$ cat src/rtl/sc_conv_pkg.sv
package sc_conv_pkg;
  localparam int unsigned CELLS     = 4;
  localparam int unsigned SMP_BITS  = 8;
  localparam int unsigned COEF_BITS = 8;

  localparam logic [CELLS-1:0][COEF_BITS-1:0] DEF_COEF = {8'd4, 8'd3, 8'd2, 8'd1};

  // bits for an exact sum of n products
  function automatic int unsigned acc_width(int unsigned sw, int unsigned cw, int unsigned n);
    return sw + cw + ((n > 1) ? $clog2(n) : 1);
  endfunction

  function automatic int unsigned idx_width(int unsigned n);
    return (n > 1) ? $clog2(n) : 1;
  endfunction
endpackage

$ cat src/rtl/sc_coef_bank.sv
module sc_coef_bank #(
  parameter int unsigned N_CELLS = 4,
  parameter int unsigned COEF_W  = 8,
  parameter int unsigned IDX_W   = 2,
  parameter logic [N_CELLS-1:0][COEF_W-1:0] INIT_COEF = '0
) (
  input  logic                             clk_i,
  input  logic                             rst_ni,
  input  logic                             we_i,
  input  logic [IDX_W-1:0]                 idx_i,
  input  logic [COEF_W-1:0]                dat_i,
  output logic [N_CELLS-1:0][COEF_W-1:0]   coef_o
);

  for (genvar i = 0; i < N_CELLS; i++) begin : g_slot
    logic [COEF_W-1:0] coef_q;

    always_ff @(posedge clk_i or negedge rst_ni) begin
      if (!rst_ni)                              coef_q <= INIT_COEF[i];
      else if (we_i && (idx_i == IDX_W'(i)))    coef_q <= dat_i;
    end

    assign coef_o[i] = coef_q;
  end

endmodule

$ cat src/rtl/sc_conv_cell.sv
module sc_conv_cell #(
  parameter int unsigned SMP_W  = 8,
  parameter int unsigned COEF_W = 8,
  parameter int unsigned ACC_W  = 18
) (
  input  logic                     clk_i,
  input  logic                     rst_ni,
  input  logic signed [COEF_W-1:0] coef_i,
  input  logic signed [SMP_W-1:0]  x_i,
  input  logic                     x_vld_i,
  input  logic signed [ACC_W-1:0]  ps_i,
  output logic signed [SMP_W-1:0]  x_o,
  output logic                     x_vld_o,
  output logic signed [ACC_W-1:0]  ps_o
);

  localparam int unsigned PROD_W = SMP_W + COEF_W;
  localparam int unsigned PAD_W  = ACC_W - PROD_W;

  logic signed [PROD_W-1:0] x_ext, c_ext, prod;
  logic signed [ACC_W-1:0]  prod_ext, ps_d;
  logic signed [SMP_W-1:0]  x_q;
  logic                     x_vld_q;
  logic signed [ACC_W-1:0]  ps_q;

  always_comb begin
    x_ext    = {{COEF_W{x_i[SMP_W-1]}}, x_i};
    c_ext    = {{SMP_W{coef_i[COEF_W-1]}}, coef_i};
    // idle slots contribute nothing
    prod     = x_vld_i ? (x_ext * c_ext) : '0;
    prod_ext = {{PAD_W{prod[PROD_W-1]}}, prod};
    ps_d     = ps_i + prod_ext;
  end

  always_ff @(posedge clk_i or negedge rst_ni) begin
    if (!rst_ni) begin
      x_q     <= '0;
      x_vld_q <= 1'b0;
      ps_q    <= '0;
    end else begin
      x_q     <= x_i;
      x_vld_q <= x_vld_i;
      ps_q    <= ps_d;
    end
  end

  assign x_o     = x_q;
  assign x_vld_o = x_vld_q;
  assign ps_o    = ps_q;

  AST_NO_OVERFLOW: assert property (@(posedge clk_i) disable iff (!rst_ni)
    (x_vld_i && (ps_i[ACC_W-1] == prod_ext[ACC_W-1])) |-> (ps_d[ACC_W-1] == ps_i[ACC_W-1]));

endmodule

$ cat src/rtl/sc_conv_array.sv
module sc_conv_array
  import sc_conv_pkg::*;
#(
  parameter int unsigned N_CELLS = CELLS,
  parameter int unsigned SMP_W   = SMP_BITS,
  parameter int unsigned COEF_W  = COEF_BITS,
  parameter logic [N_CELLS-1:0][COEF_W-1:0] INIT_COEF = DEF_COEF,
  localparam int unsigned ACC_W  = acc_width(SMP_W, COEF_W, N_CELLS),
  localparam int unsigned IDX_W  = idx_width(N_CELLS)
) (
  input  logic                     clk_i,
  input  logic                     rst_ni,
  input  logic                     smp_vld_i,
  input  logic signed [SMP_W-1:0]  smp_i,
  input  logic                     cf_we_i,
  input  logic [IDX_W-1:0]         cf_idx_i,
  input  logic signed [COEF_W-1:0] cf_dat_i,
  output logic                     sum_vld_o,
  output logic signed [ACC_W-1:0]  sum_o
);

  logic [N_CELLS-1:0][COEF_W-1:0] coef;

  // sample stream: entry at index N_CELLS, moves toward index 1
  logic signed [SMP_W-1:0] x_bus     [N_CELLS:1];
  logic                    x_vld_bus [N_CELLS:1];
  // partial sums: cell k output, moves toward higher k
  logic signed [ACC_W-1:0] ps_bus    [N_CELLS];
  logic signed [SMP_W-1:0] unused_x_dat;
  logic                    unused_x_vld;

  assign x_bus[N_CELLS]     = smp_i;
  assign x_vld_bus[N_CELLS] = smp_vld_i;

  sc_coef_bank #(
    .N_CELLS  (N_CELLS),
    .COEF_W   (COEF_W),
    .IDX_W    (IDX_W),
    .INIT_COEF(INIT_COEF)
  ) u_coef (
    .clk_i (clk_i),
    .rst_ni(rst_ni),
    .we_i  (cf_we_i),
    .idx_i (cf_idx_i),
    .dat_i (cf_dat_i),
    .coef_o(coef)
  );

  for (genvar k = 0; k < N_CELLS; k++) begin : g_cell
    logic signed [SMP_W-1:0] x_out;
    logic                    x_vld_out;
    logic signed [ACC_W-1:0] ps_in;

    // cell k holds the tap applied 2*(N_CELLS-1-k) cycles back
    sc_conv_cell #(
      .SMP_W (SMP_W),
      .COEF_W(COEF_W),
      .ACC_W (ACC_W)
    ) u_cell (
      .clk_i  (clk_i),
      .rst_ni (rst_ni),
      .coef_i ($signed(coef[N_CELLS-1-k])),
      .x_i    (x_bus[k+1]),
      .x_vld_i(x_vld_bus[k+1]),
      .ps_i   (ps_in),
      .x_o    (x_out),
      .x_vld_o(x_vld_out),
      .ps_o   (ps_bus[k])
    );

    if (k == 0) begin : g_head
      assign ps_in        = '0;
      assign unused_x_dat = x_out;
      assign unused_x_vld = x_vld_out;

      AST_CELL0_ZERO: assert property (@(posedge clk_i) disable iff (!rst_ni)
        !x_vld_bus[1] |=> (ps_bus[0] == '0));
    end else begin : g_body
      assign ps_in        = ps_bus[k-1];
      assign x_bus[k]     = x_out;
      assign x_vld_bus[k] = x_vld_out;
    end

    AST_X_SHIFT: assert property (@(posedge clk_i) disable iff (!rst_ni)
      x_vld_bus[k+1] |=> (x_vld_out && (x_out == $past(x_bus[k+1]))));
  end

  assign sum_o     = ps_bus[N_CELLS-1];
  assign sum_vld_o = g_cell[N_CELLS-1].x_vld_out;

  AST_IN_GAP: assert property (@(posedge clk_i) disable iff (!rst_ni)
    smp_vld_i |=> !smp_vld_i);

  AST_OUT_GAP: assert property (@(posedge clk_i) disable iff (!rst_ni)
    sum_vld_o |=> !sum_vld_o);

endmodule

$ cat config.mk
export PLATFORM = sky130hd
export DESIGN_NAME = sc_conv_array
export DESIGN_NICKNAME = d
export VERILOG_FILES = /design/src/rtl/sc_conv_pkg.sv /design/src/rtl/sc_coef_bank.sv /design/src/rtl/sc_conv_cell.sv /design/src/rtl/sc_conv_array.sv
export SDC_FILE = /design/constraint.sdc
export NUM_CORES = 1
export LEC_CHECK = 0
export BUFFER_PORTS_ARGS = -buffer_cell sky130_fd_sc_hd__buf_2
export CORE_MARGIN = 1.5
export CORE_UTILIZATION = 65
export CTS_CLUSTER_DIAMETER = 60
export DETAILED_ROUTE_END_ITERATION = 12
export PLACE_DENSITY = 0.93
export SYNTH_ARGS = -nofsm -noshare
export SYNTH_HDL_FRONTEND = slang
export SYNTH_SLANG_ARGS = --single-unit
$ cat constraint.sdc
create_clock -name clk_i -period 6.9 [get_ports clk_i]
set_input_delay 1.38 -clock clk_i [delete_from_list [all_inputs] [get_ports clk_i]]
set_output_delay 1.38 -clock clk_i [all_outputs]
set_load 0.02 [all_outputs]
==> implementation parameters <==
Parameter                              Value

Yosys
  Synthesized netlist cell count    1616
  Synthesized net count    2027
  Top cells by count, synth    sky130_fd_sc_hd__inv_1 (321), sky130_fd_sc_hd__fa_1 (223), sky130_fd_sc_hd__and2_1 (205), sky130_fd_sc_hd__ha_1 (166), sky130_fd_sc_hd__dfrtp_1 (123)
  Number of enable-type register cells in the synthesized netlist    0
  Yosys synthesis warning count    0
  Post-synthesis cell area    15900 µm²
  Flops & latches, synth    128
  Top cells by area in the synthesized netlist    sky130_fd_sc_hd__fa_1 (28%), sky130_fd_sc_hd__dfrtp_1 (19%), sky130_fd_sc_hd__ha_1 (13%)
  Dominant register cell in the synthesized netlist    sky130_fd_sc_hd__dfrtp_1
  Sequential cell area fraction in the yosys report    20.19%
  Async set or reset register ratio after synthesis    100.0%
  Area fraction of the dominant cell type after synthesis    28.08%
  Avg Inst Size Synth    9.837 µm²
  Cell type with the highest aggregate area in the netlist    sky130_fd_sc_hd__fa_1
  Synth unique cells    55
  Most repeated cell in the gate-level netlist after synthesis    sky130_fd_sc_hd__inv_1

Clocking
  Post-CTS Resized    0
  Clock Latency Late Sink    440 ps
  CTS Buf Count    17
  TritonCTS clock tree    built
  Post-CTS clock slew at the launch and capture registers of the worst setup and hold paths    60 ps
  Root buf cell    sky130_fd_sc_hd__clkbuf_16
  Longest Clk Path Bufs    2
  Sinks on the clock net    128
  Postcts setup bufs    0
  Hold buffer count at CTS    0
  CTS HTree Levels    4

Worst hold path
  Path class of the lowest-slack min-delay path    reg2reg

STA
  Hold Violations, Final    0
  Count of endpoints failing setup in the final report    0
  Worst Tran Pin Value    945.6 ps
  Setup TNS    0 ps
  Headroom to the max-slew limit    36.96%
  RSZ-0062 raised after global routing    false
  Clock Skews    9.969 ps
  Minimum clock period    6394 ps
  Period Utilization, post-route    92.67%
  Number of pins with negative max-slew slack in the final report    0
  Achievable frequency    156.4 MHz

Routing
  DRC violation count after routing    0
  Aggregate routed wire length    36340 µm
  Number of nets with antenna violations after routing    0
  Routed via count divided by cell count    5.780
  Routed vias    11600
  DR pass1 iterations    6
  Iteration-0 DRC count of the detailed router    766
  Routed wire per std cell    18.12 µm

Critical path
  Category of the critical setup timing path    in2reg
  Data required time at the worst endpoint    7220 ps
  CP Buf/Inv Count    5
  Peak per-stage delay on the critical path    540 ps
  Data arrival time of the critical path    6720 ps
  Cell type group with the largest total delay on the critical path    adder cells
  Endpoint type of the worst setup path    flop
  Highest fanout seen on the critical path    9
  Slowest CP cell    sky130_fd_sc_hd__fa_1
  Element type at the critical path start    input port

Finish
  Area growth from synthesis to layout    7.698%
  Final net count    2081
  Diode insertion count for antenna repair    0
  Share of cells above drive strength 1    6.956%
  Filler cell count    1562
  Non-filler cells, final    2006

GRT
  Pin count of the biggest net entering global routing    75
  Number of antenna violations at the first check in global routing    0
  Global-route track usage on met1    34.58%
  Global-route usage over all layers    30.23%
  Remaining global-route overflow    0
  First-pass GRT wire length    60540 µm
  GRT met2 Usage    54.35%
  Via count of the first global-routing pass    12520
  Grt met3 use    5.053%
  GR peak layer    met2

Placement
  Number of input and output port buffers inserted    40
  Weighted congestion reported at the end of routability-driven placement    0.8999
  Cell Count Post-Placement    1975
  Half-perimeter wire length after detailed placement    28130 µm

Floorplanning
  Rows    57
  Chip height    159.4 µm
  Area enclosed by the die boundary    25400 µm²
  Die W    159.4 µm
  Ports placed on the boundary    41
  Core region area    24180 µm²
  Initial standard-cell utilization of the core    65.75%

Run
  Maxcap violations    0

Outcome
  Outcome    completed
-- sequential cells by signal (all words and copies together) (netlist names) --
| name | cells |
|---|---|
| u_coef.g_slot.coef_q | 32 |
| g_cell.u_cell.ps_o | 69 |
| g_cell.u_cell.x_o | 24 |
| g_cell.u_cell.x_vld_o | 3 |
-- routing by layer --
layer	up-vias	share of wire, %
met1	5781	37
met4	0	5.1
met2	463	53
met5	-	0
met3	168	5.5
li1	5183	-
-- area by class of cell --
| cell class | instances | area [µm²] | share of cell area [%] |
|---|---|---|---|
| sequential | 128 | 3209 | 18.75 |
| timing repair buffer | 41 | 210.2 | 1.228 |
| tap | 324 | 405.4 | 2.368 |
| clock buffer | 17 | 425.4 | 2.485 |
| clock inverter | 14 | 205.2 | 1.199 |
| multi-input combinational | 1161 | 11460 | 66.94 |
| inverter | 321 | 1205 | 7.038 |
-- layout by cell type, fill, tap and decap left out, types with 6 or more instances in the layout --
| cell type | count |
|---|---|
| sky130_fd_sc_hd__dfrtp_1 | 123 |
| sky130_fd_sc_hd__nand3_1 | 16 |
| sky130_fd_sc_hd__mux2_2 | 31 |
| sky130_fd_sc_hd__nand2_1 | 82 |
| sky130_fd_sc_hd__and3b_1 | 7 |
| sky130_fd_sc_hd__and2_1 | 205 |
| sky130_fd_sc_hd__ha_1 | 166 |
| sky130_fd_sc_hd__xor2_1 | 20 |
| sky130_fd_sc_hd__nor2_1 | 59 |
| sky130_fd_sc_hd__o21ai_1 | 13 |
| sky130_fd_sc_hd__o21ai_0 | 34 |
| sky130_fd_sc_hd__and3_1 | 9 |
| sky130_fd_sc_hd__a21oi_1 | 61 |
| sky130_fd_sc_hd__clkbuf_16 | 17 |
| sky130_fd_sc_hd__o21bai_1 | 8 |
| sky130_fd_sc_hd__nor2b_1 | 13 |
| sky130_fd_sc_hd__inv_1 | 321 |
| sky130_fd_sc_hd__xnor2_1 | 79 |
| sky130_fd_sc_hd__o21a_1 | 15 |
| sky130_fd_sc_hd__buf_2 | 39 |
| sky130_fd_sc_hd__o211ai_1 | 7 |
| sky130_fd_sc_hd__a31oi_1 | 7 |
| sky130_fd_sc_hd__nor3_1 | 6 |
| sky130_fd_sc_hd__fa_1 | 223 |
| sky130_fd_sc_hd__nand2b_1 | 30 |
| sky130_fd_sc_hd__a21o_1 | 27 |
-- cells by family (layout without fill, tap and decap cells) --
family / Yosys count / count (layout) / synth area share [%]
flops: 128 / 128 / 20.19
buf+inv: 327 / 393 / 7.721
compound gates: 199 / 199 / 8.013
xor+xnor: 99 / 99 / 5.455
simple gates: 443 / 443 / 15.28
mux: 31 / 31 / 2.196
fa+ha+maj: 389 / 389 / 41.15
-- final timing paths --
path	cells past startpoint	startpoint	slack, ps	endpoint
setup / recovery	25	smp_i[5]	510	g_cell[3].u_cell.ps_o[17]
hold / removal	1	g_cell[2].u_cell.ps_o[0]	500	g_cell[3].u_cell.ps_o[0]
setup reg to reg	22	g_cell[3].u_cell.x_o[7]	890	g_cell[2].u_cell.ps_o[16]
hold reg to reg	1	g_cell[2].u_cell.ps_o[0]	500	g_cell[3].u_cell.ps_o[0]
max in group asynchronous	2	rst_ni	4510	g_cell[2].u_cell.x_o[0]
min in group asynchronous	1	rst_ni	970	g_cell[3].u_cell.ps_o[12]
-- metrics by stage --
step | hold WS, ps | cell area, µm² | utilization (%) | setup WS [ps]
floorplan | 429.8 | 15900 | - | 672.1
global route | 519.8 | 17120 | 70.81 | 245.6
detailed placement | 473.2 | 16490 | 68.20 | 80.80
CTS | 497.4 | 17120 | 70.81 | 547.4
finish | 503.9 | 17120 | 70.81 | 505.6
global placement | 479.2 | 16490 | 68.20 | 239.0
Power is not shown: default switching activity piles up to over one toggle a cycle in this logic, so the estimate is an artifact.
